===== src/rtl/xfer_ctl_pkg.sv =====
package xfer_ctl_pkg;
    // write-side word indices
    localparam logic [2:0] WIX_TXBUF  = 3'd0;
    localparam logic [2:0] WIX_RXBUF  = 3'd1;
    localparam logic [2:0] WIX_CTRL   = 3'd2;
    localparam logic [2:0] WIX_TARGET = 3'd3;
    localparam logic [2:0] WIX_COUNT  = 3'd4;
    // read-side word indices
    localparam logic [2:0] RIX_STATUS = 3'd0;
    localparam logic [2:0] RIX_ERRORS = 3'd1;
    localparam logic [2:0] RIX_REMAIN = 3'd2;
    localparam logic [2:0] RIX_CSIZE  = 3'd3;
    // control bits
    localparam int CTL_GO_BIT  = 0;
    localparam int CTL_RST_BIT = 8;
    // status bits
    localparam int ST_BUSY_BIT = 0;
    localparam int ST_DET_BIT  = 1;
    localparam int ST_INIT_BIT = 8;
endpackage


===== src/rtl/xc_bus_regs.sv =====
module xc_bus_regs
    import xfer_ctl_pkg::*;
#(
    parameter int DATA_W = 32
) (
    input  logic              clk,
    input  logic              rst_n,
    input  logic              wr_en,
    input  logic [2:0]        wr_idx,
    input  logic [DATA_W-1:0] wdata,
    output logic [DATA_W-1:0] tx_addr,
    output logic [DATA_W-1:0] rx_addr,
    output logic [DATA_W-1:0] tgt_addr,
    output logic [DATA_W-1:0] blk_cnt,
    output logic              dir,
    output logic              sys_rst,
    output logic              req
);
    localparam int DIR_BIT = DATA_W - 1;

    typedef struct packed {
        logic [DATA_W-1:0] tx;
        logic [DATA_W-1:0] rx;
        logic [DATA_W-1:0] tgt;
        logic [DATA_W-1:0] cnt;
        logic              dir;
        logic              rst;
        logic              req;
    } regs_t;

    regs_t r_d, r_q;

    always_comb begin
        r_d     = r_q;
        r_d.req = 1'b0;
        if (wr_en) begin
            case (wr_idx)
                WIX_TXBUF:  r_d.tx  = wdata;
                WIX_RXBUF:  r_d.rx  = wdata;
                WIX_TARGET: r_d.tgt = wdata;
                WIX_COUNT:  r_d.cnt = wdata;
                WIX_CTRL: begin
                    r_d.dir = wdata[DIR_BIT];
                    r_d.rst = wdata[CTL_RST_BIT];
                    r_d.req = wdata[CTL_GO_BIT];
                end
                default: ;
            endcase
        end
    end

    always_ff @(posedge clk or negedge rst_n) begin
        if (!rst_n) r_q <= '0;
        else        r_q <= r_d;
    end

    assign tx_addr  = r_q.tx;
    assign rx_addr  = r_q.rx;
    assign tgt_addr = r_q.tgt;
    assign blk_cnt  = r_q.cnt;
    assign dir      = r_q.dir;
    assign sys_rst  = r_q.rst;
    assign req      = r_q.req;

    // a start pulse only ever follows a control write carrying the go bit
    a_r3_req_from_ctrl_write: assert property (@(posedge clk) disable iff (!rst_n)
        req |-> $past(wr_en && wr_idx == WIX_CTRL && wdata[CTL_GO_BIT]));

    // the start pulse lasts a single cycle on the one-access-per-cycle bus
    a_r3_req_single: assert property (@(posedge clk) disable iff (!rst_n)
        (req && !(wr_en && wr_idx == WIX_CTRL)) |=> !req);

    // a count write is visible on the next cycle
    a_r2_count_lands: assert property (@(posedge clk) disable iff (!rst_n)
        (wr_en && wr_idx == WIX_COUNT) |=> blk_cnt == $past(wdata));
endmodule


===== src/rtl/xc_remain_cnt.sv =====
module xc_remain_cnt #(
    parameter int CNT_W = 32
) (
    input  logic             clk,
    input  logic             rst_n,
    input  logic             load,
    input  logic [CNT_W-1:0] load_val,
    input  logic             dec,
    output logic [CNT_W-1:0] cnt
);
    typedef struct packed {
        logic [CNT_W-1:0] cnt;
    } cnt_t;

    cnt_t c_d, c_q;

    always_comb begin
        c_d = c_q;
        if (load)
            c_d.cnt = load_val;
        else if (dec && c_q.cnt != '0)
            c_d.cnt = c_q.cnt - 1'b1;
    end

    always_ff @(posedge clk or negedge rst_n) begin
        if (!rst_n) c_q <= '0;
        else        c_q <= c_d;
    end

    assign cnt = c_q.cnt;

    // load takes the programmed count
    a_r6_load_value: assert property (@(posedge clk) disable iff (!rst_n)
        load |=> cnt == $past(load_val));

    // one block done lowers the count by exactly one
    a_r6_step_down: assert property (@(posedge clk) disable iff (!rst_n)
        (!load && dec && cnt != '0) |=> cnt == $past(cnt) - 1'b1);

    // the count never wraps below zero
    a_r6_floor: assert property (@(posedge clk) disable iff (!rst_n)
        (!load && cnt == '0) |=> cnt == '0);
endmodule


===== src/rtl/xc_busy_edge.sv =====
module xc_busy_edge #(
    parameter int SYNC_STAGES = 2
) (
    input  logic clk,
    input  logic rst_n,
    input  logic busy_async,
    input  logic clr,
    output logic busy_s,
    output logic irq
);
    typedef struct packed {
        logic [SYNC_STAGES-1:0] sync;
        logic                   prev;
        logic                   irq;
    } edge_t;

    edge_t e_d, e_q;
    logic  fall;

    always_comb begin
        e_d      = e_q;
        e_d.sync = {e_q.sync[SYNC_STAGES-2:0], busy_async};
        e_d.prev = e_q.sync[SYNC_STAGES-1];
        fall     = e_q.prev && !e_q.sync[SYNC_STAGES-1];
        if (fall)     e_d.irq = 1'b1;
        else if (clr) e_d.irq = 1'b0;
    end

    always_ff @(posedge clk or negedge rst_n) begin
        if (!rst_n) e_q <= '0;
        else        e_q <= e_d;
    end

    assign busy_s = e_q.sync[SYNC_STAGES-1];
    assign irq    = e_q.irq;

    // the interrupt holds until a status read clears it
    a_r8_irq_sticky: assert property (@(posedge clk) disable iff (!rst_n)
        (irq && !clr) |=> irq);

    // the interrupt only rises after the synchronised busy has fallen
    a_r7_irq_after_fall: assert property (@(posedge clk) disable iff (!rst_n)
        $rose(irq) |-> $past(!busy_s));
endmodule


===== src/rtl/xfer_ctl_regs.sv =====
module xfer_ctl_regs
    import xfer_ctl_pkg::*;
#(
    parameter int DATA_W      = 32,
    parameter int ERR_W       = 4,
    parameter int SYNC_STAGES = 2
) (
    input  logic              clk,
    input  logic              rst_n,
    input  logic              bus_wr,
    input  logic              bus_rd,
    input  logic [2:0]        bus_idx,
    input  logic [DATA_W-1:0] bus_wdata,
    output logic [DATA_W-1:0] bus_rdata,
    output logic [DATA_W-1:0] dma_tx_addr,
    output logic [DATA_W-1:0] dma_rx_addr,
    output logic [DATA_W-1:0] eng_tgt_addr,
    output logic [DATA_W-1:0] eng_blk_cnt,
    output logic              eng_dir,
    output logic              eng_req,
    output logic              sys_rst,
    input  logic              eng_busy,
    input  logic              eng_blk_done,
    input  logic [ERR_W-1:0]  eng_err,
    input  logic [DATA_W-1:0] eng_card_size,
    input  logic              card_det_n,
    input  logic              mem_init_done,
    output logic              irq
);
    logic              go_load;
    logic              status_rd;
    logic              busy_s;
    logic [DATA_W-1:0] remain;

    assign go_load   = bus_wr && bus_idx == WIX_CTRL && bus_wdata[CTL_GO_BIT];
    assign status_rd = bus_rd && bus_idx == RIX_STATUS;

    xc_bus_regs #(.DATA_W(DATA_W)) regs_i (
        .clk      (clk),
        .rst_n    (rst_n),
        .wr_en    (bus_wr),
        .wr_idx   (bus_idx),
        .wdata    (bus_wdata),
        .tx_addr  (dma_tx_addr),
        .rx_addr  (dma_rx_addr),
        .tgt_addr (eng_tgt_addr),
        .blk_cnt  (eng_blk_cnt),
        .dir      (eng_dir),
        .sys_rst  (sys_rst),
        .req      (eng_req)
    );

    xc_remain_cnt #(.CNT_W(DATA_W)) remain_i (
        .clk      (clk),
        .rst_n    (rst_n),
        .load     (go_load),
        .load_val (eng_blk_cnt),
        .dec      (eng_blk_done),
        .cnt      (remain)
    );

    xc_busy_edge #(.SYNC_STAGES(SYNC_STAGES)) busy_i (
        .clk        (clk),
        .rst_n      (rst_n),
        .busy_async (eng_busy),
        .clr        (status_rd),
        .busy_s     (busy_s),
        .irq        (irq)
    );

    always_comb begin
        bus_rdata = '0;
        if (bus_rd) begin
            case (bus_idx)
                RIX_STATUS: begin
                    bus_rdata[ST_BUSY_BIT] = busy_s;
                    bus_rdata[ST_DET_BIT]  = card_det_n;
                    bus_rdata[ST_INIT_BIT] = mem_init_done;
                end
                RIX_ERRORS: bus_rdata[ERR_W-1:0] = eng_err;
                RIX_REMAIN: bus_rdata = remain;
                RIX_CSIZE:  bus_rdata = eng_card_size;
                default:    bus_rdata = '0;
            endcase
        end
    end

    // status bits outside busy, detect and init always read 0
    a_r4_status_reserved: assert property (@(posedge clk) disable iff (!rst_n)
        status_rd |-> (bus_rdata & ~((32'd1 << ST_BUSY_BIT) | (32'd1 << ST_DET_BIT)
                                     | (32'd1 << ST_INIT_BIT))) == '0);
endmodule


===== config.mk =====
export PLATFORM = sky130hd
export DESIGN_NAME = xfer_ctl_regs
export DESIGN_NICKNAME = d
export VERILOG_FILES = /design/src/rtl/xfer_ctl_pkg.sv /design/src/rtl/xc_bus_regs.sv /design/src/rtl/xc_remain_cnt.sv /design/src/rtl/xc_busy_edge.sv /design/src/rtl/xfer_ctl_regs.sv
export SDC_FILE = /design/constraint.sdc
export NUM_CORES = 1
export LEC_CHECK = 0
export BUFFER_PORTS_ARGS = -buffer_cell sky130_fd_sc_hd__buf_2
export CAP_MARGIN = 40
export CORE_MARGIN = 3
export CORE_UTILIZATION = 51
export DETAILED_ROUTE_END_ITERATION = 8
export GPL_TIMING_DRIVEN = 0
export PLACE_DENSITY = 0.8
export SLEW_MARGIN = 20
export SYNTH_ARGS = -nofsm -noshare
export SYNTH_HDL_FRONTEND = slang
export SYNTH_SLANG_ARGS = --single-unit

===== constraint.sdc =====
create_clock -name clk -period 3.5 [get_ports clk]
set_input_delay 0.35 -clock clk [delete_from_list [all_inputs] [get_ports clk]]
set_output_delay 0.35 -clock clk [all_outputs]
set_load 0.02 [all_outputs]

======== Word level (Yosys, flattened, before mapping) ========
Index checks and enable logic that the tools add are counted.
word-level totals
  input bits .............................. 79
  register bits ........................... 167
  output and inout port bits .............. 164
  word-level logic and storage cells ...... 43
cells by class
  mux-type cells .......................... 12
  reduce and logical (&&, ||, !) cells .... 15
  eq/ne operators ......................... 4
  $add $sub $neg .......................... 1
operators by type and width
  operator               count
  $mux 32                3
  $pmux 23 s2            1
  $reduce_bool 32->1     1
  $sub 32x1->32 const B  1
  $reduce_and 2->1       5
  $pmux 2 s4             1
  $pmux 4 s2             1
  $eq 3x2->1 const B     2
  $pmux 2 s3             1
  $logic_and 1x1->1      5
  $mux 1                 4
  $reduce_bool 2->1      2
  $eq 3x1->1 const B     1
  $eq 3x3->1 const B     1
  $logic_not 3->1        1
  $pmux 1 s3             1
  $logic_not 1->1        1

======== Depth between registers and ports, before layout ========
Gate-level depths: netlist (run 1).
  depth in word-level cells ............... 4
  depth in mapped cells ................... 10
  gate-level depth less buffers ........... 7

======== By module ========
From an unflattened synthesis (run 1), not the netlist that was laid out.
unflattened totals
  cells, all modules ...................... 605
  area, all modules ....................... 7704.9 µm²
by module, submodules not included
  module         cells each  instances  sequential area each (µm²)  area each (µm²)
  xc_bus_regs    281         1          3278.1                      4939.7
  xc_remain_cnt  237         1          800.8                       2064.5
  xfer_ctl_regs  80          1          0.0                         580.6
  xc_busy_edge   7           1          100.1                       120.1

======== Least setup slack after synthesis (run 1) ========
OpenSTA, ideal clock, no wires.
  path type ............................... register to register
  from .................................... register remain_i.c_q (netlist bit remain_i.cnt[0])
  to ...................................... register remain_i.c_q (netlist bit remain_i.cnt[5])
  clock period less this slack ............ 2.543 ns
  data required time ...................... 3.378 ns
  cell stages (with the launch flop) ...... 11
  data arrival time ....................... 2.421 ns
  path buffers ............................ 3
  setup slack ............................. 0.957 ns
  setup time .............................. 0.122 ns
  path through ............................ dfrtp_1 -> inv_1 -> ha_1 -> or4b_1 -> or3_1 -> buf_6 -> o31ai_4 -> buf_6 -> buf_12 -> mux2i_1 -> nand2_1
on the way
  word-level cells in the longest chain between the ends .. 3
  elaborated cells on any way between the ends .. 6
  those cells by class .................... add/sub: 1; mux: 2; reduce/logical: 3
ends and longest elaborated chain
  item                                                        line                                      RTL
  start, declared                                             xc_remain_cnt.sv:15                       cnt_t c_d, c_q;
  start signal, assigned                                      xc_remain_cnt.sv:26                       if (!rst_n) c_q <= '0;
  start signal, assigned                                      xc_remain_cnt.sv:27                       else c_q <= c_d;
  $sub 32x1->32 / $reduce_bool 32->1 (equally long branches)  xc_remain_cnt.sv:22, xc_remain_cnt.sv:21
  $mux 32 / $logic_and 1x1->1 (equally long branches)         xc_remain_cnt.sv:21                       else if (dec && c_q.cnt != '0)
  $mux 32 / $reduce_bool 2->1 (equally long branches)         n/a
Several ways; a longest one is shown, not always the timed one. The select of a mux whose other input is x is not followed.
A chain may end at the register's enable or synchronous reset.

======== Worst setup path in the final report (run 1) ========
  from .................................... input bus_idx[2]
  to ...................................... output bus_rdata[23]
on the way
  word-level cells in the longest chain between the ends .. 3
  elaborated cells on any way between the ends .. 4
  those cells by class .................... eq/ne: 2; mux: 2
ends and longest elaborated chain
  item             line                 RTL
  start, declared  xfer_ctl_regs.sv:12  input logic [2:0] bus_idx,
  $eq 3x2->1       xfer_ctl_regs.sv:74  case (bus_idx)
  $pmux 23 s2 *    xfer_ctl_regs.sv:74
  $mux 32 *        xfer_ctl_regs.sv:73  if (bus_rd) begin
  end, declared    xfer_ctl_regs.sv:14  output logic [DATA_W-1:0] bus_rdata,
Mark *: on every way between the ends. The rest lies on a longest branch, timed or not.

==> impl_results.html, run 1 <==
<table>
<tr><th>Metric</th><th>Value</th></tr>
<tr><th colspan="2">Run status</th></tr>
<tr><td>Result of the run</td><td>completed</td></tr>
<tr><th colspan="2">Setup path</th></tr>
<tr><td>Path type of the worst setup path</td><td>input port to primary output</td></tr>
<tr><td>Largest stage delay on the critical path</td><td>670 ps</td></tr>
<tr><td>Cell type group with the largest total delay on the critical path</td><td>buffers and inverters</td></tr>
<tr><td>Worst endpoint data arrival time</td><td>2740 ps</td></tr>
<tr><td>Required arrival time at the worst endpoint</td><td>3150 ps</td></tr>
<tr><td>Worst-path maximum fanout</td><td>10</td></tr>
<tr><td>Count of buffer and inverter cells on the critical path</td><td>4</td></tr>
<tr><td>Type of element capturing the critical path</td><td>primary output</td></tr>
<tr><td>Most used cell along the critical path</td><td>sky130_fd_sc_hd__clkbuf_1</td></tr>
<tr><td>Setup crit start kind</td><td>input port</td></tr>
<tr><td>Ordered cell list for the critical path</td><td>clkbuf_1 &gt; nor3b_1 &gt; clkbuf_1 &gt; clkbuf_1 &gt; a22oi_1 &gt; nor2b_1 &gt; buf_2</td></tr>
<tr><td>Flop2flop setup slack</td><td>540 ps</td></tr>
<tr><td>Slowest cell on the critical path</td><td>sky130_fd_sc_hd__nor3b_1</td></tr>
<tr><th colspan="2">Final layout</th></tr>
<tr><td>Antenna diode instance count</td><td>0</td></tr>
<tr><td>Utilization after layout</td><td>0.679</td></tr>
<tr><td>Fill cell instance count of the final layout</td><td>1120</td></tr>
<tr><td>Layout overhead on the synthesized area</td><td>27.1%</td></tr>
<tr><td>Fraction of layout cells with a size suffix above 1</td><td>0.470</td></tr>
<tr><td>Number of nets in the final layout</td><td>958</td></tr>
<tr><td>Post-route insts no fill</td><td>1071</td></tr>
<tr><th colspan="2">Global route</th></tr>
<tr><td>Total routing resource utilization after global routing</td><td>0.258</td></tr>
<tr><td>Vias in the first global route</td><td>6214</td></tr>
<tr><td>Overflow left after global routing</td><td>0</td></tr>
<tr><td>First-pass GRT wire length</td><td>33100 um</td></tr>
<tr><td>Number of antenna violations at the first check in global routing</td><td>0</td></tr>
<tr><td>Maximum number of pins on one net before global-route repair</td><td>98</td></tr>
<tr><th colspan="2">Route</th></tr>
<tr><td>DR vias/cell</td><td>5.76</td></tr>
<tr><td>DRC</td><td>0</td></tr>
<tr><td>Drt first pass iters</td><td>5</td></tr>
<tr><td>Residual antenna-violating net count after detailed routing</td><td>0</td></tr>
<tr><td>Total vias in the final route</td><td>6171</td></tr>
<tr><td>Detail-routed net length per standard cell</td><td>19.6 um</td></tr>
<tr><td>Iter 0 DRT Violations</td><td>340</td></tr>
<tr><td>Detailed Route WL</td><td>20900 um</td></tr>
<tr><th colspan="2">Synthesis</th></tr>
<tr><td>Number of cells produced by synthesis</td><td>617</td></tr>
<tr><td>Number of nets in the synthesized netlist</td><td>697</td></tr>
<tr><td>Mean Syn Cell Area</td><td>12.3 um^2</td></tr>
<tr><td>Sequential element share of the synthesized area</td><td>0.551</td></tr>
<tr><td>FF+latch count, synth</td><td>167</td></tr>
<tr><td>Count of distinct cell types in the synthesized netlist</td><td>48</td></tr>
<tr><td>Synth Cell Area</td><td>7590 um^2</td></tr>
<tr><td>Synthesis Warnings</td><td>0</td></tr>
<tr><th colspan="2">Power and ir drop</th></tr>
<tr><td>Leak Pwr</td><td>4.35 nW</td></tr>
<tr><td>Comb pwr share</td><td>0.267</td></tr>
<tr><td>Psw</td><td>0.00220 W</td></tr>
<tr><td>Internal power component</td><td>0.00402 W</td></tr>
<tr><td>Total power of the final layout</td><td>0.00622 W</td></tr>
<tr><td>Share of total power in sequential cells</td><td>0.442</td></tr>
<tr><td>Sw Ratio</td><td>0.354</td></tr>
<tr><td>Largest voltage drop on the vdd net</td><td>0.415 mV</td></tr>
<tr><td>Proportion of power drawn by the clock network</td><td>0.291</td></tr>
<tr><td>Power density normalized to cell area</td><td>645 nW/um^2</td></tr>
<tr><th colspan="2">Timing</th></tr>
<tr><td>Final setup violation count</td><td>0</td></tr>
<tr><td>Setup TNS</td><td>0 ps</td></tr>
<tr><td>Final worst path period need</td><td>3090 ps</td></tr>
<tr><td>Highest achievable clock rate</td><td>323 MHz</td></tr>
<tr><td>Post-route fraction of the period consumed by the critical path</td><td>0.884</td></tr>
<tr><td>RSZ-0062 raised after global routing</td><td>no</td></tr>
<tr><td>Max Transition Viols Final</td><td>0</td></tr>
<tr><td>Clock skew</td><td>6.56 ps</td></tr>
<tr><td>Final WS setup</td><td>407 ps</td></tr>
<tr><td>Transition time of the tightest slew-check pin</td><td>853 ps</td></tr>
<tr><td>Worst slew margin relative to its limit</td><td>0.431</td></tr>
<tr><td>Total count of hold-check failures in the final report</td><td>0</td></tr>
<tr><th colspan="2">Floorplan</th></tr>
<tr><td>Die Width</td><td>128 um</td></tr>
<tr><td>Total core area</td><td>14200 um^2</td></tr>
<tr><td>Starting utilization of the core area</td><td>0.534</td></tr>
<tr><td>Count of standard-cell rows</td><td>43</td></tr>
<tr><td>Full die area</td><td>16400 um^2</td></tr>
<tr><td>Die boundary height</td><td>128 um</td></tr>
<tr><td>IO Count</td><td>243</td></tr>
<tr><th colspan="2">Worst hold path</th></tr>
<tr><td>Worst hold path class</td><td>input port to flop</td></tr>
<tr><th colspan="2">CTS</th></tr>
<tr><td>Clock-pin slew reported for the worst setup and hold paths after clock tree synthesis</td><td>70 ps</td></tr>
<tr><td>Post-cts resize count</td><td>0</td></tr>
<tr><td>CTS tree</td><td>done</td></tr>
<tr><td>Inserted Clock Buffers</td><td>17</td></tr>
<tr><td>Maximum level of the CTS H-tree</td><td>4</td></tr>
<tr><td>Longest Clk Path Bufs</td><td>2</td></tr>
<tr><td>Clk sink count</td><td>167</td></tr>
<tr><td>Buffer count from post-CTS setup fixing</td><td>0</td></tr>
<tr><td>Worst skew pair latency</td><td>420 ps</td></tr>
<tr><td>Clock root cell</td><td>sky130_fd_sc_hd__clkbuf_16</td></tr>
<tr><th colspan="2">Placement</th></tr>
<tr><td>Worst slack at placement</td><td>470 ps</td></tr>
<tr><td>Quantity of I/O buffers inserted on ports</td><td>240</td></tr>
<tr><td>Final estimated routing congestion in global placement</td><td>0.852</td></tr>
<tr><td>HPWL Detailed</td><td>15500 um</td></tr>
<tr><td>Total instance count after detailed placement</td><td>1038</td></tr>
<tr><th colspan="2">Flow run</th></tr>
<tr><td>Max-cap violations</td><td>0</td></tr>
</table>
-- path summary, 6_finish.rpt --
check	startpoint	end	cells after the start
setup reg to reg	remain_i.cnt[0]	remain_i.cnt[14]	10
hold / removal	eng_busy	busy_i.e_d[3]	1
max in group asynchronous	rst_n	busy_i.irq	3
setup / recovery	bus_idx[2]	bus_rdata[23]	7
hold reg to reg	busy_i.e_d[3]	busy_i.busy_s	0
min in group asynchronous	rst_n	regs_i.rx_addr[14]	2
-- layout make-up --
cell class	count	area (um^2)	share of cell area
clock inverter	15	153	0.0158
clock buffer	17	425	0.0441
tap	180	225	0.0233
multi-input combinational	405	3200	0.332
timing repair buffer	242	1250	0.129
inverter	7	26.3	0.00272
buffer	38	185	0.0192
sequential	167	4180	0.433
-- cells in the mapped netlist, drive strengths merged --
| master | count | area share |
|---|---|---|
| dfrtp | 167 | 0.55 |
| mux2 | 131 | 0.19 |
| nor2 | 38 | 0.019 |
| nor2b | 30 | 0.025 |
| a22oi | 29 | 0.029 |
| clkbuf | 28 | 0.014 |
| a31oi | 22 | 0.018 |
| nand2 | 20 | 0.0099 |
| or4 | 18 | 0.018 |
| or3 | 16 | 0.013 |
| o21ai | 15 | 0.0099 |
| o31ai | 13 | 0.015 |
| buf | 10 | 0.011 |
| nor3 | 10 | 0.0066 |
| nor4 | 7 | 0.0066 |
| a21oi | 6 | 0.0040 |
| inv | 6 | 0.0030 |
| mux2i | 6 | 0.0079 |
| or2 | 5 | 0.0041 |
| xnor2 | 5 | 0.0058 |
| nand3 | 4 | 0.0026 |
| o41ai | 4 | 0.0046 |
| nand4 | 3 | 0.0025 |
| or4b | 3 | 0.0040 |
| a221oi | 2 | 0.0023 |
| nand2b | 2 | 0.0016 |
| nand3b | 2 | 0.0020 |
| nor3b | 2 | 0.0020 |
| o21a | 2 | 0.0020 |
| a2111oi | 1 | 0.0012 |
| a21boi | 1 | 0.00099 |
| a21o | 1 | 0.00099 |
| and4 | 1 | 0.0012 |
| clkinv | 1 | 0.00049 |
| ha | 1 | 0.0016 |
| nand4bb | 1 | 0.0015 |
| nor4b | 1 | 0.0012 |
| nor4bb | 1 | 0.0013 |
| o2111ai | 1 | 0.0012 |
| xor2 | 1 | 0.0012 |
-- stage by stage --
step	cell area [um^2]	hold slack [ps]
final	9650	32.4
after global routing	9650	13.1
after CTS	9650	14.3
after detailed placement	9060	333
after global placement	9010	331
after floorplan	7590	54.4
-- cells by family (layout without fill, tap and decap cells) --
family / Yosys count / in the layout / synth area share
fa+ha+maj: 1 / 1 / 0.00165
simple gates: 164 / 164 / 0.122
flops: 167 / 167 / 0.551
xor+xnor: 6 / 6 / 0.00692
buf+inv: 45 / 319 / 0.0279
mux: 137 / 137 / 0.202
compound gates: 97 / 97 / 0.0885
-- worst reg2reg max path, cell delays in order, from the launching register on --
cell and delay (ps):
sky130_fd_sc_hd__dfrtp_1 410, sky130_fd_sc_hd__inv_1 110, sky130_fd_sc_hd__ha_1 200, sky130_fd_sc_hd__or4b_1 540, sky130_fd_sc_hd__or3_1 360, sky130_fd_sc_hd__buf_6 150, sky130_fd_sc_hd__o31ai_4 420, sky130_fd_sc_hd__buf_6 230
sky130_fd_sc_hd__buf_8 150, sky130_fd_sc_hd__o31ai_1 90, sky130_fd_sc_hd__a31oi_1 200
-- power groups by stage --
stage,Clock [W],Sequential (W),Combinational [W]
5_1_grt,0.00193,0.00281,0.00180
6_report,0.00181,0.00275,0.00166
3_5_place_dp,0,0.00277,0.00167
4_1_cts,0.00184,0.00274,0.00168
3_3_place_gp,0,0.00275,0.00162
2_1_floorplan,0,0.00310,0.000631
-- registers in the layout, indices dropped and copies added, names as in the netlist --
| name | count |
|---|---|
| regs_i.req | 1 |
| busy_i.e_d | 1 |
| busy_i.busy_s | 1 |
| regs_i.dir | 1 |
| regs_i.tx_addr | 32 |
| regs_i.blk_cnt | 32 |
| regs_i.sys_rst | 1 |
| regs_i.tgt_addr | 32 |
| busy_i.irq | 1 |
| remain_i.cnt | 32 |
| busy_i.e_q | 1 |
| regs_i.rx_addr | 32 |
-- cell usage in the layout (no fill, tap or decap), drive strengths merged, types with 2 or more instances in the layout --
cell and n:
o41ai 4, nand2 20, a221oi 2, nor3b 2, or4b 3, or2 5
o21a 2, mux2 131, nand4 3, inv 16, nor2b 30, o31ai 13
nor3 10, clkbuf 45, o21ai 15, a22oi 29, or3 16, nand2b 2
clkinv 5, buf 251, mux2i 6, a31oi 22, nand3 4, nor2 38
dfrtp 167, or4 18, xnor2 5, nand3b 2, a21oi 6, nor4 7
-- routing by layer --
metal / up-vias / global-route usage / wire length [um]
met5: - / 0 / 0
met1: 3067 / 0.333 / 8540
met3: 34 / 0.0717 / 1640
met2: 252 / 0.420 / 10300
li1: 2818 / - / -
met4: 0 / 0.0905 / 487
-- repair_timing --
action / CTS / global route
hold buffers: 1 / 0
setup endpoints to repair: 0 / 0
endpoints found under the hold margin: 70 / 0
Note: power is estimated with default switching activity, not from simulation.
==> inputs of run 2 (changes only) <==
- CORE_UTILIZATION: 51 -> 30
- PLACE_DENSITY: 0.8 -> not set
- SLEW_MARGIN: 20 -> 40
==> run 2 against run 1 <==
Non-clock buffer count is 1 higher. Clock skew shrank 2.1 ps. Via count shrank 1.1%. Maximum frequency is 2.1% higher. Power grew 5.5%. Design area up 3.1%. Combinational power hardly changed. Wire length increased by 13%. Worst setup slack improved by 64 ps. Sequential power barely moved. Flip-flop and latch count did not move. Register-to-register slack got worse by 20 ps. Largest cell class unchanged.
==> impl_results.html, run 2 (synthesized netlist as in run 1, its figures left out) <==
<table>
<tr><th>Metric</th><th>Value</th></tr>
<tr><th colspan="2">Final layout</th></tr>
<tr><td>Combined area of the multi-input logic cells</td><td>3200 um^2 (unchanged)</td></tr>
<tr><td>Final non-filler cell area</td><td>9950 um^2 (+3.1%)</td></tr>
<tr><td>Leading cell types in the layout, fill and taps excluded</td><td>sky130_fd_sc_hd__buf_2, sky130_fd_sc_hd__dfrtp_1, sky130_fd_sc_hd__mux2_2</td></tr>
<tr><td>Seq. cell area</td><td>4180 um^2 (unchanged)</td></tr>
<tr><td>Fill cell instance count of the final layout</td><td>2416 (+120%)</td></tr>
<tr><td>Number of nets in the final layout</td><td>959 (+0.10%)</td></tr>
<tr><td>Most frequent standard cell in the layout excluding fill and tap cells</td><td>sky130_fd_sc_hd__buf_2</td></tr>
<tr><td>Layout overhead on the synthesized area</td><td>31.1%</td></tr>
<tr><td>Fraction of layout cells with a size suffix above 1</td><td>0.472 (+0.00171)</td></tr>
<tr><th colspan="2">Timing</th></tr>
<tr><td>Clock skew</td><td>4.47 ps (-2.09 ps)</td></tr>
<tr><td>Final setup violation count</td><td>0 (unchanged)</td></tr>
<tr><td>Final worst path period need</td><td>3030 ps (-63.7 ps)</td></tr>
<tr><td>RSZ-0062 raised after global routing</td><td>no</td></tr>
<tr><td>Min Hold Slack</td><td>34.3 ps (+1.82 ps)</td></tr>
<tr><td>Post-route fraction of the period consumed by the critical path</td><td>0.866 (-0.0182)</td></tr>
<tr><td>Highest achievable clock rate</td><td>330 MHz (+2.1%)</td></tr>
<tr><td>Total count of hold-check failures in the final report</td><td>0 (unchanged)</td></tr>
<tr><td>Max Transition Viols Final</td><td>0 (unchanged)</td></tr>
<tr><td>Transition time of the tightest slew-check pin</td><td>822 ps (-31.4 ps)</td></tr>
<tr><td>Worst slew margin relative to its limit</td><td>0.452 (+0.0209)</td></tr>
<tr><th colspan="2">Floorplan</th></tr>
<tr><td>Die Width</td><td>165 um (+29%)</td></tr>
<tr><td>Full die area</td><td>27200 um^2 (+66%)</td></tr>
<tr><td>Starting utilization of the core area</td><td>0.308 (-0.226)</td></tr>
<tr><td>Count of standard-cell rows</td><td>57 (+33%)</td></tr>
<tr><td>IO Count</td><td>243 (unchanged)</td></tr>
<tr><td>Total core area</td><td>24600 um^2 (+73%)</td></tr>
<tr><td>Die boundary height</td><td>165 um (+29%)</td></tr>
<tr><th colspan="2">Setup path</th></tr>
<tr><td>Critical Path Sink</td><td>bus_rdata[28]</td></tr>
<tr><td>Path type of the worst setup path</td><td>input port to primary output</td></tr>
<tr><td>Flop2flop setup slack</td><td>520 ps (-20 ps)</td></tr>
<tr><td>Count of buffer and inverter cells on the critical path</td><td>4 (unchanged)</td></tr>
<tr><td>Ordered cell list for the critical path</td><td>clkbuf_1 &gt; nor3b_1 &gt; clkbuf_1 &gt; clkbuf_1 &gt; a22oi_1 &gt; nor2b_1 &gt; buf_2</td></tr>
<tr><td>Stages on worst setup path</td><td>7 (unchanged)</td></tr>
<tr><td>Worst-path maximum fanout</td><td>10 (unchanged)</td></tr>
<tr><td>Worst endpoint data arrival time</td><td>2680 ps (-60 ps)</td></tr>
<tr><td>Largest stage delay on the critical path</td><td>570 ps (-100 ps)</td></tr>
<tr><td>Cell type group with the largest total delay on the critical path</td><td>buffers and inverters</td></tr>
<tr><td>Reg2reg path depth</td><td>10 (unchanged)</td></tr>
<tr><td>Slowest cell on the critical path</td><td>sky130_fd_sc_hd__nor3b_1</td></tr>
<tr><td>Type of element capturing the critical path</td><td>primary output</td></tr>
<tr><td>Setup crit start kind</td><td>input port</td></tr>
<tr><td>Worst R2R End</td><td>remain_i.cnt[5]</td></tr>
<tr><td>Most used cell along the critical path</td><td>sky130_fd_sc_hd__clkbuf_1</td></tr>
<tr><td>Source of the critical timing path</td><td>bus_idx[2]</td></tr>
<tr><td>Launching point of the worst reg2reg path</td><td>remain_i.cnt[0]</td></tr>
<tr><td>Required arrival time at the worst endpoint</td><td>3150 ps (about the same)</td></tr>
<tr><th colspan="2">Placement</th></tr>
<tr><td>HPWL Detailed</td><td>17500 um (+13%)</td></tr>
<tr><td>Final estimated routing congestion in global placement</td><td>0.803 (-5.7%)</td></tr>
<tr><td>Quantity of I/O buffers inserted on ports</td><td>240 (unchanged)</td></tr>
<tr><td>Cell Area, Placed</td><td>9270 um^2 (+2.3%)</td></tr>
<tr><th colspan="2">Power and ir drop</th></tr>
<tr><td>Largest voltage drop on the vdd net</td><td>0.336 mV (-19%)</td></tr>
<tr><td>Leak Pwr</td><td>4.41 nW (+1.4%)</td></tr>
<tr><td>Power density normalized to cell area</td><td>660 nW/um^2 (+2.3%)</td></tr>
<tr><td>Total power of the final layout</td><td>0.00656 W (+5.5%)</td></tr>
<tr><th colspan="2">Route</th></tr>
<tr><td>Total vias in the final route</td><td>6105 (-1.1%)</td></tr>
<tr><td>Detailed Route WL</td><td>23700 um (+13%)</td></tr>
<tr><td>DRC</td><td>0 (unchanged)</td></tr>
<tr><td>Residual antenna-violating net count after detailed routing</td><td>0 (unchanged)</td></tr>
<tr><td>Drt first pass iters</td><td>5 (unchanged)</td></tr>
<tr><td>Iter 0 DRT Violations</td><td>395 (+16%)</td></tr>
<tr><td>Detail-routed net length per standard cell</td><td>19.5 um (-0.41%)</td></tr>
<tr><td>DR vias/cell</td><td>5.02 (-13%)</td></tr>
<tr><th colspan="2">Global route</th></tr>
<tr><td>Met2 track demand over resource</td><td>0.281 (-0.139)</td></tr>
<tr><td>GRT met1 Usage</td><td>0.229 (-0.104)</td></tr>
<tr><td>Vias in the first global route</td><td>6030 (-3.0%)</td></tr>
<tr><td>Number of antenna violations at the first check in global routing</td><td>0 (unchanged)</td></tr>
<tr><td>GR met3 Demand/Resource</td><td>0.0492 (-0.0225)</td></tr>
<tr><td>Total routing resource utilization after global routing</td><td>0.173 (-0.0845)</td></tr>
<tr><td>Overflow left after global routing</td><td>0 (unchanged)</td></tr>
<tr><td>Maximum number of pins on one net before global-route repair</td><td>73 (-26%)</td></tr>
<tr><td>Layer with the highest usage after global routing</td><td>met2</td></tr>
<tr><td>First-pass GRT wire length</td><td>35700 um (+7.8%)</td></tr>
<tr><th colspan="2">Worst hold path</th></tr>
<tr><td>Number of stages on the worst hold path</td><td>1 (unchanged)</td></tr>
<tr><td>Worst hold path class</td><td>input port to flop</td></tr>
<tr><th colspan="2">CTS</th></tr>
<tr><td>Longest Clk Path Bufs</td><td>2 (unchanged)</td></tr>
<tr><td>Maximum level of the CTS H-tree</td><td>4 (unchanged)</td></tr>
<tr><td>Clock root cell</td><td>sky130_fd_sc_hd__clkbuf_16</td></tr>
<tr><td>Clock-pin slew reported for the worst setup and hold paths after clock tree synthesis</td><td>70 ps (about the same)</td></tr>
<tr><td>Worst skew pair latency</td><td>420 ps (about the same)</td></tr>
<tr><td>Inserted Clock Buffers</td><td>17 (unchanged)</td></tr>
<tr><td>CTS tree</td><td>done</td></tr>
<tr><td>Clk sink count</td><td>167 (unchanged)</td></tr>
<tr><th colspan="2">Flow run</th></tr>
<tr><td>Max-cap violations</td><td>0 (unchanged)</td></tr>
<tr><th colspan="2">Run status</th></tr>
<tr><td>Result of the run</td><td>completed</td></tr>
</table>
-- run 2: cell count changes in the layout (fill, tap and decap cells not counted), moves of 2 or more --
cell / change
sky130_fd_sc_hd__bufinv_16: +5
sky130_fd_sc_hd__clkbuf_2: +2
sky130_fd_sc_hd__clkinv_8: -2
sky130_fd_sc_hd__inv_6: -3
-- run 2: final cells by class --
type,instances,area share
sequential,167,0.420
multi-input combinational,405,0.322
timing repair buffer,243,0.128
clock buffer,18,0.0432
tap,324,0.0408
clock inverter,14,0.0237
buffer,38,0.0189
inverter,7,0.00264
antenna,1,0.000252
-- run 2: worst min-delay path by stage --
stage             startpoint            end
2_1_floorplan          rst_n  busy_i.busy_s
3_3_place_gp   busy_i.e_d[3]  busy_i.busy_s
3_5_place_dp           rst_n     regs_i.dir
4_1_cts             eng_busy  busy_i.e_d[3]
5_1_grt             eng_busy  busy_i.e_d[3]
6_report            eng_busy  busy_i.e_d[3]
-- run 2: repair_timing --
item | in CTS | in global routing
endpoints found under the hold margin | 37 | 0
gates resized for setup | 0 | 0
buffers inserted | 0 | 0
hold buffers | 1 | 0
-- run 2: routing by layer --
| metal | vias to the layer above | routed length [um] |
|---|---|---|
| li1 | 2831 | - |
| met1 | 3028 | 10500 |
| met2 | 229 | 11200 |
| met3 | 17 | 1750 |
| met4 | 0 | 290 |
| met5 | - | 0 |
-- run 2: metrics by stage --
stage                     utilization  instances  worst slack (ps)  TNS [ps]
after floorplan                     -        617               957         0
after global placement          0.374       1181              -725   -118900
after detailed placement        0.377       1183               443         0
after CTS                       0.404       1216               427         0
after global routing            0.404       1216               293         0
final                           0.404       1217               471         0
-- run 2: power breakdown --
part / switching, W / internal (W)
sequential: 0.000386 / 0.00237
clock: 0.000850 / 0.00129
combinational: 0.000960 / 0.000696
-- run 2: worst reg2reg max path, delay by kind of cell (launching register included) --
kind | cells | cell delay [ps]
AND/OR/NAND/NOR | 3 | 1010
buffers and inverters | 4 | 630
AO/OA/AOI/OAI | 1 | 440
flip-flops | 1 | 400
adder cells (fa/ha/maj) | 1 | 200
multiplexers | 1 | 190
